==> config.mk <==
export PLATFORM = sky130hd
export DESIGN_NAME = dual_issue_stall
export DESIGN_NICKNAME = d
export VERILOG_FILES = /design/src/rtl/dis_pkg.sv /design/src/rtl/dis_reg_dep.sv /design/src/rtl/dis_mem_conflict.sv /design/src/rtl/dis_pc_unit.sv /design/src/rtl/dual_issue_stall.sv
export SDC_FILE = /design/constraint.sdc
export NUM_CORES = 1
export LEC_CHECK = 0
export CELL_PAD_IN_SITES_DETAIL_PLACEMENT = 0
export CELL_PAD_IN_SITES_GLOBAL_PLACEMENT = 1
export CORE_MARGIN = 3
export CORE_UTILIZATION = 23
export DETAILED_ROUTE_END_ITERATION = 16
export PLACE_DENSITY_LB_ADDON = 0.1
export SYNTH_ARGS = -nofsm -noshare
export SYNTH_HDL_FRONTEND = slang
export SYNTH_SLANG_ARGS = --single-unit
==> constraint.sdc <==
create_clock -name clk_i -period 2.7 [get_ports clk_i]
set_input_delay 0.675 -clock clk_i [delete_from_list [all_inputs] [get_ports clk_i]]
set_output_delay 0.675 -clock clk_i [all_outputs]
set_load 0.005 [all_outputs]
==> src/rtl/dis_pkg.sv <==
package dis_pkg;
  localparam int unsigned KIND_W = 3;
  typedef enum logic [KIND_W-1:0] {
    K_OTHER  = 3'd0,
    K_JUMP   = 3'd1,
    K_BRANCH = 3'd2,
    K_LOAD   = 3'd3,
    K_STORE  = 3'd4,
    K_HALT   = 3'd5
  } kind_e;

  typedef struct packed {
    logic [4:0] rd;
    logic       we;
  } prod_t;
endpackage

==> src/rtl/dis_reg_dep.sv <==
// one direction: does producer's destination feed either consumer source
module dis_reg_dep #(
  parameter int unsigned RW = 5
) (
  input  logic [RW-1:0] prod_rd_i,
  input  logic          prod_we_i,
  input  logic [RW-1:0] src_a_i,
  input  logic          src_a_use_i,
  input  logic [RW-1:0] src_b_i,
  input  logic          src_b_use_i,
  output logic          hit_o
);
  logic live;
  assign live  = prod_we_i && (prod_rd_i != '0);
  assign hit_o = live && ((src_a_use_i && src_a_i == prod_rd_i) ||
                          (src_b_use_i && src_b_i == prod_rd_i));
endmodule

==> src/rtl/dis_mem_conflict.sv <==
module dis_mem_conflict #(
  parameter int unsigned AW = 32
) (
  input  logic [2:0]    kind1_i,
  input  logic [2:0]    kind2_i,
  input  logic [AW-1:0] addr1_i,
  input  logic [AW-1:0] addr2_i,
  output logic          conflict_o
);
  import dis_pkg::*;
  localparam int unsigned WA = AW - 2;
  logic same_word, ld_st, st_ld;
  assign same_word  = addr1_i[AW-1:2] == addr2_i[AW-1:2];
  assign ld_st      = (kind1_i == K_LOAD)  && (kind2_i == K_STORE);
  assign st_ld      = (kind1_i == K_STORE) && (kind2_i == K_LOAD);
  assign conflict_o = same_word && (ld_st || st_ld);
  logic [WA-1:0] unused_w;
  assign unused_w = '0;
endmodule

==> src/rtl/dis_pc_unit.sv <==
module dis_pc_unit #(
  parameter int unsigned         PW       = 32,
  parameter logic [PW-1:0]       RESET_PC = '0
) (
  input  logic          clk_i,
  input  logic          rst_ni,
  input  logic          halt_i,
  input  logic          redirect_i,
  input  logic [PW-1:0] target_i,
  input  logic          stall_i,
  output logic [PW-1:0] pc_o
);
  localparam logic [PW-1:0] STEP1 = PW'(4);
  localparam logic [PW-1:0] STEP2 = PW'(8);
  logic [PW-1:0] pc_q, pc_d;

  always_comb begin
    if (halt_i)          pc_d = pc_q;
    else if (redirect_i) pc_d = target_i;
    else if (stall_i)    pc_d = pc_q + STEP1;
    else                 pc_d = pc_q + STEP2;
  end

  always_ff @(posedge clk_i or negedge rst_ni) begin
    if (!rst_ni) pc_q <= RESET_PC;
    else         pc_q <= pc_d;
  end

  assign pc_o = pc_q;

  p_halt_hold_r3: assert property (@(posedge clk_i) disable iff (!rst_ni)
    halt_i |=> pc_q == $past(pc_q));
  p_step_r9: assert property (@(posedge clk_i) disable iff (!rst_ni)
    (!halt_i && !redirect_i) |=> pc_q == $past(pc_q) + ($past(stall_i) ? STEP1 : STEP2));
  p_redirect_r9: assert property (@(posedge clk_i) disable iff (!rst_ni)
    (!halt_i && redirect_i) |=> pc_q == $past(target_i));
endmodule

==> src/rtl/dual_issue_stall.sv <==
module dual_issue_stall #(
  parameter int unsigned   AW       = 32,
  parameter int unsigned   RW       = 5,
  parameter int unsigned   PW       = 32,
  parameter logic [PW-1:0] RESET_PC = '0
) (
  input  logic          clk_i,
  input  logic          rst_ni,
  input  logic [2:0]    s1_kind_i,
  input  logic [RW-1:0] s1_rd_i,
  input  logic          s1_reg_we_i,
  input  logic [RW-1:0] s1_src_a_i,
  input  logic          s1_src_a_use_i,
  input  logic [RW-1:0] s1_src_b_i,
  input  logic          s1_src_b_use_i,
  input  logic [AW-1:0] s1_addr_i,
  input  logic [2:0]    s2_kind_i,
  input  logic [RW-1:0] s2_rd_i,
  input  logic          s2_reg_we_i,
  input  logic          s2_mem_we_i,
  input  logic [RW-1:0] s2_src_a_i,
  input  logic          s2_src_a_use_i,
  input  logic [RW-1:0] s2_src_b_i,
  input  logic          s2_src_b_use_i,
  input  logic [AW-1:0] s2_addr_i,
  input  logic          redirect_i,
  input  logic [PW-1:0] redirect_pc_i,
  output logic          stall_o,
  output logic          s2_reg_we_o,
  output logic          s2_mem_we_o,
  output logic [PW-1:0] pc_o
);
  import dis_pkg::*;
  localparam int unsigned NS = 2;

  logic [NS-1:0][RW-1:0] rd, sa, sb;
  logic [NS-1:0]         we, ua, ub, dep_hit;

  assign rd = {s2_rd_i, s1_rd_i};
  assign we = {s2_reg_we_i, s1_reg_we_i};
  assign sa = {s2_src_a_i, s1_src_a_i};
  assign ua = {s2_src_a_use_i, s1_src_a_use_i};
  assign sb = {s2_src_b_i, s1_src_b_i};
  assign ub = {s2_src_b_use_i, s1_src_b_use_i};

  // d=0: slot1 feeds slot2; d=1: slot2 feeds slot1
  for (genvar d = 0; d < NS; d++) begin : g_dep
    localparam int unsigned C = NS - 1 - d;
    dis_reg_dep #(.RW(RW)) u_dep (
      .prod_rd_i  (rd[d]),
      .prod_we_i  (we[d]),
      .src_a_i    (sa[C]),
      .src_a_use_i(ua[C]),
      .src_b_i    (sb[C]),
      .src_b_use_i(ub[C]),
      .hit_o      (dep_hit[d])
    );
  end

  logic mem_hit;
  dis_mem_conflict #(.AW(AW)) u_mem (
    .kind1_i   (s1_kind_i),
    .kind2_i   (s2_kind_i),
    .addr1_i   (s1_addr_i),
    .addr2_i   (s2_addr_i),
    .conflict_o(mem_hit)
  );

  logic ctrl_hit, halt1;
  assign halt1    = s1_kind_i == K_HALT;
  assign ctrl_hit = (s1_kind_i == K_JUMP) || (s1_kind_i == K_BRANCH) || halt1;
  assign stall_o  = ctrl_hit || mem_hit || (|dep_hit);

  assign s2_reg_we_o = s2_reg_we_i && !stall_o;
  assign s2_mem_we_o = s2_mem_we_i && !stall_o;

  dis_pc_unit #(.PW(PW), .RESET_PC(RESET_PC)) u_pc (
    .clk_i     (clk_i),
    .rst_ni    (rst_ni),
    .halt_i    (halt1),
    .redirect_i(redirect_i),
    .target_i  (redirect_pc_i),
    .stall_i   (stall_o),
    .pc_o      (pc_o)
  );

  p_jump_stall_r1: assert property (@(posedge clk_i) disable iff (!rst_ni)
    (s1_kind_i == K_JUMP) |-> stall_o);
  p_branch_stall_r2: assert property (@(posedge clk_i) disable iff (!rst_ni)
    (s1_kind_i == K_BRANCH) |-> stall_o);
  p_zero_dst_r7: assert property (@(posedge clk_i) disable iff (!rst_ni)
    (s1_rd_i == '0) |-> !dep_hit[0]);
  p_gate_r8: assert property (@(posedge clk_i) disable iff (!rst_ni)
    stall_o |-> (!s2_reg_we_o && !s2_mem_we_o));
  p_pass_r8: assert property (@(posedge clk_i) disable iff (!rst_ni)
    !stall_o |-> (s2_reg_we_o == s2_reg_we_i && s2_mem_we_o == s2_mem_we_i));
endmodule

==> summary.md <==
By area the synthesized netlist is led by dfrtp_1, xor2_1, nand3_1, nor4_1, nor2_1. Maximum ir drop on the vdd rail: 0.234 mV. Synthesis inferred 32 register bits.

The floorplan step defined a die boundary enclosing 13900 µm². Measured against its own limit, the worst slew margin works out to 62.3%. For this run, the detailed router's first-pass iteration total came to 4. The total routing usage reported by global routing was 17.8%. For the worst setup path, the data required time is 2.03 ns. The netlist uses 55 different library cells.

The flip-flop count of the largest register, all copies and words added was 32; the detailed-route DRC error count was 0. The proportion of synthesized flip-flops having asynchronous set or reset is 100%, and the clock period minus final worst setup slack is 3.00 ns. Cell count after synthesis: 358. The synthesized netlist occupies a cell area of 2880 µm². For hold timing, the worst endpoint is u_pc.pc_o[1]. Setup repair after global routing could not meet its margin everywhere. The classification of the worst-slack hold path was reg2reg. The actual slew at the worst max-slew pin came out at 0.564 ns. A synthesized cell averages 8.05 µm². With fillers left out, the area of the finished cells amounts to 5660 µm². For the largest net degree at the start of global routing, the log shows 38. The category of the most critical setup path was in2out. Summed over all layers, the routed wires come to 12900 µm. The worst hold path begins at u_pc.pc_o[1]. On the critical path, the stage with the largest delay is an instance of or4_4. The clock insertion delay at the later pin of the skew report is 0.28 ns, and the synthesized net count is 502. The run gives 5 as the TritonCTS buffer count. For the number of clock sinks, the log shows 32.

For this design the static power due to leakage is 2.35 nW. The run gives 2.32 ns as the arrival time reported for the critical path endpoint. The floorplan step set the die width to 118 µm. The count of routing violations after the opening detailed-route iteration was 187. The worst setup path is captured at a primary output.

For the proportion of synthesized chip area in sequential cells, the log shows 27.8%. For this configuration, the core starts out at a cell density of 23.8%. The met2 usage is 31.6%. The final-report max-slew violation count was 0; the growth of design area from synthesis to finish was 96.4%. The met1 usage in global routing was 21.5%; the peak clock frequency supported by timing was 0.334 GHz. The minimum setup slack in the final design was -0.298 ns. Across the run, the number of max-cap violations was 0.

The worst reg2reg path startpoint is u_pc.pc_o[7]. For this run, global-route usage on met3 was measured as 5.38%. TritonCTS built the clock tree. The floorplan step defined a core boundary enclosing 12100 µm². The diode insertion count for antenna repair came out at 0. For the worst flop-to-flop path, the logic depth is 8. The first global-routing pass estimated 20200 µm of wire.

The logs give 177 for the top-level port count and 0.00824 ns for the worst-case clock skew. The worst hold path passes through 2 cells. The number of endpoints with negative hold slack in the final report was 0. The largest total area in the synthesized netlist belongs to dfrtp_1. The post-route clock period utilization is 111%.

Counting both buffers and inverters, the worst setup path holds a total of 3. For flop-to-flop paths, the worst setup slack is 0.31 ns. After filler insertion, the fill cell instance count of the layout stands at 1265. Clock-pin slew was measured on the worst setup and hold paths at 0.06 ns. The cell sitting at the root of the clock tree is a clkbuf_16. The area share of the largest cell type after synthesis came out at 27.8%.

In this run, synthesis inferred 0 flip-flops with an integrated enable. The net count of the finished layout is 720, and the via density per instance is 4.87. The total of warnings raised by yosys was 0; the biggest fanout along the worst timing path was 3. At the end of routability-driven placement, the weighted congestion stood at 0.816.

The via count of the first global-routing pass is 3770. The routed length per instance is 17.3 µm, and the delay contributed by the slowest stage of the critical path is 0.52 ns. Kind of start point of the critical path: an input pin. The most repeated cell in the gate-level netlist after synthesis was xor2_1.

In this run the core area contains 40 standard-cell rows. The clock passes through at most 2 buffers. The tools report the instance area after placement as 5140 µm². Setup violations remaining at the end of the flow were counted as 26.

The run finished, with violations left. The final reports fail on negative setup slack. The global routing stage identified its most utilized layer as met2. Family with the most delay on the worst path: simple AND/OR/NAND/NOR gates.

The share of cells above drive strength 1 was 24.1%. The most instantiated flip-flop cell in the synthesis netlist is dfrtp_1. Ranked by instance count, the synthesized netlist is headed by xor2_1, dfrtp_1, nor2_1. The chip height is 118 µm, and the total congestion overflow after global routing is 0. Sum of net half-perimeters after detailed placement: 9990 µm. The end of the worst register-to-register path is u_pc.pc_o[27]. The final hold slack was 0.477 ns; the total power density per cell area was 413 nW/µm². The run gives 2 as the deepest level of the CTS H-tree. The initial antenna violation count came out at 0. The critical path goes through buf_6 -> or4_4 -> o21ai_2 -> o221ai_2 -> or3_4 -> buf_12 -> nor2_4 -> buf_2.

In this run the remaining antenna-violating nets after routing total 0. The run gives 3628 as the detailed-route via count. The total of buffers placed on input and output ports is 172.
## power by group
group	total [mW]	leakage (nW)	switching, mW	internal, mW
sequential	0.651	0.367	0.105	0.546
clock	0.704	0.0901	0.218	0.486
combinational	0.982	1.89	0.419	0.563
## per-layer routing
metal	vias to the layer above	share of wire, %
met5	-	0
met4	0	0.47
met3	4	7.5
li1	1779	-
met2	123	51
met1	1722	41
## logic make-up after synthesis
logic type / count (synthesis) / synth area share (%)
buf+inv: 30 / 4.47
flops: 32 / 27.8
simple gates: 158 / 29.2
mux: 7 / 2.61
xor+xnor: 51 / 15.5
compound gates: 78 / 19.6
fa+ha+maj: 2 / 0.868
## worst reg2reg max path, stage by stage (launching register included)
cell	delay [ns]
dfrtp_1	0.48
and2_1	0.25
nand4_1	0.16
buf_4	0.19
or4_1	0.56
nor2_1	0.29
nand3_1	0.11
o221ai_1	0.18
nor2_1	0.07
## through the flow
step | total power, mW | util (%) | setup TNS (ns) | setup WS (ns) | std cells
floorplan | 0.984 | - | -1.06 | -0.144 | 358
global placement | 1.55 | 42.4 | -23.33 | -1.01 | 724
detailed placement | 1.55 | 42.4 | -25.38 | -1.08 | 724
CTS | 2.30 | 45.5 | -3.33 | -0.306 | 746
global route | 2.46 | 46.7 | -5.61 | -0.365 | 745
finish | 2.34 | 46.7 | -3.93 | -0.298 | 745
## layout make-up
type	instances	area [µm²]	area share, %
clock buffers	7	153	2.70
clock inverters	1	30.0	0.531
inverters	11	41.3	0.729
multi-input cells	296	2270	40.1
flip-flops and latches	32	801	14.1
well taps	168	210	3.71
repair buffers	230	2150	38.1
## worst max path at each step
| stage | start | end | cells past startpoint |
|---|---|---|---|
| after floorplan | s1_rd_i[0] | u_pc.pc_o[22] | 8 |
| after global placement | s1_rd_i[0] | s2_reg_we_o | 7 |
| after detailed placement | s1_rd_i[2] | s2_reg_we_o | 9 |
| after CTS | s1_rd_i[2] | s2_mem_we_o | 8 |
| after global routing | s1_rd_i[2] | s2_mem_we_o | 8 |
| final | s1_rd_i[2] | s2_mem_we_o | 8 |
## timing repair
| action | in CTS | in global routing |
|---|---|---|
| buffers inserted | 24 | 5 |
| pin swaps | 58 | 44 |
| gates resized for setup | 178 | 68 |
| hold buffers | 0 | 0 |
| setup endpoints to repair | 33 | 30 |
## placed cells by master (no fill, tap or decap), drive strengths merged, types with 4 or more instances in the layout
cell	instances
clkdlybuf4s50	74
mux2i	6
o21ai	14
inv	11
dfrtp	32
nand3	26
nor3	12
xor2	47
dlygate4sd2	50
o22ai	5
nand4	10
buf	67
nor2	27
and2	6
clkdlybuf4s15	29
o31ai	6
a31oi	5
nor4	18
clkbuf	15
xnor2	4
nand2	25
or3	7
a211oi	7
a21oi	14
and3	11
or4	4
(Power assumes the default switching activity.)
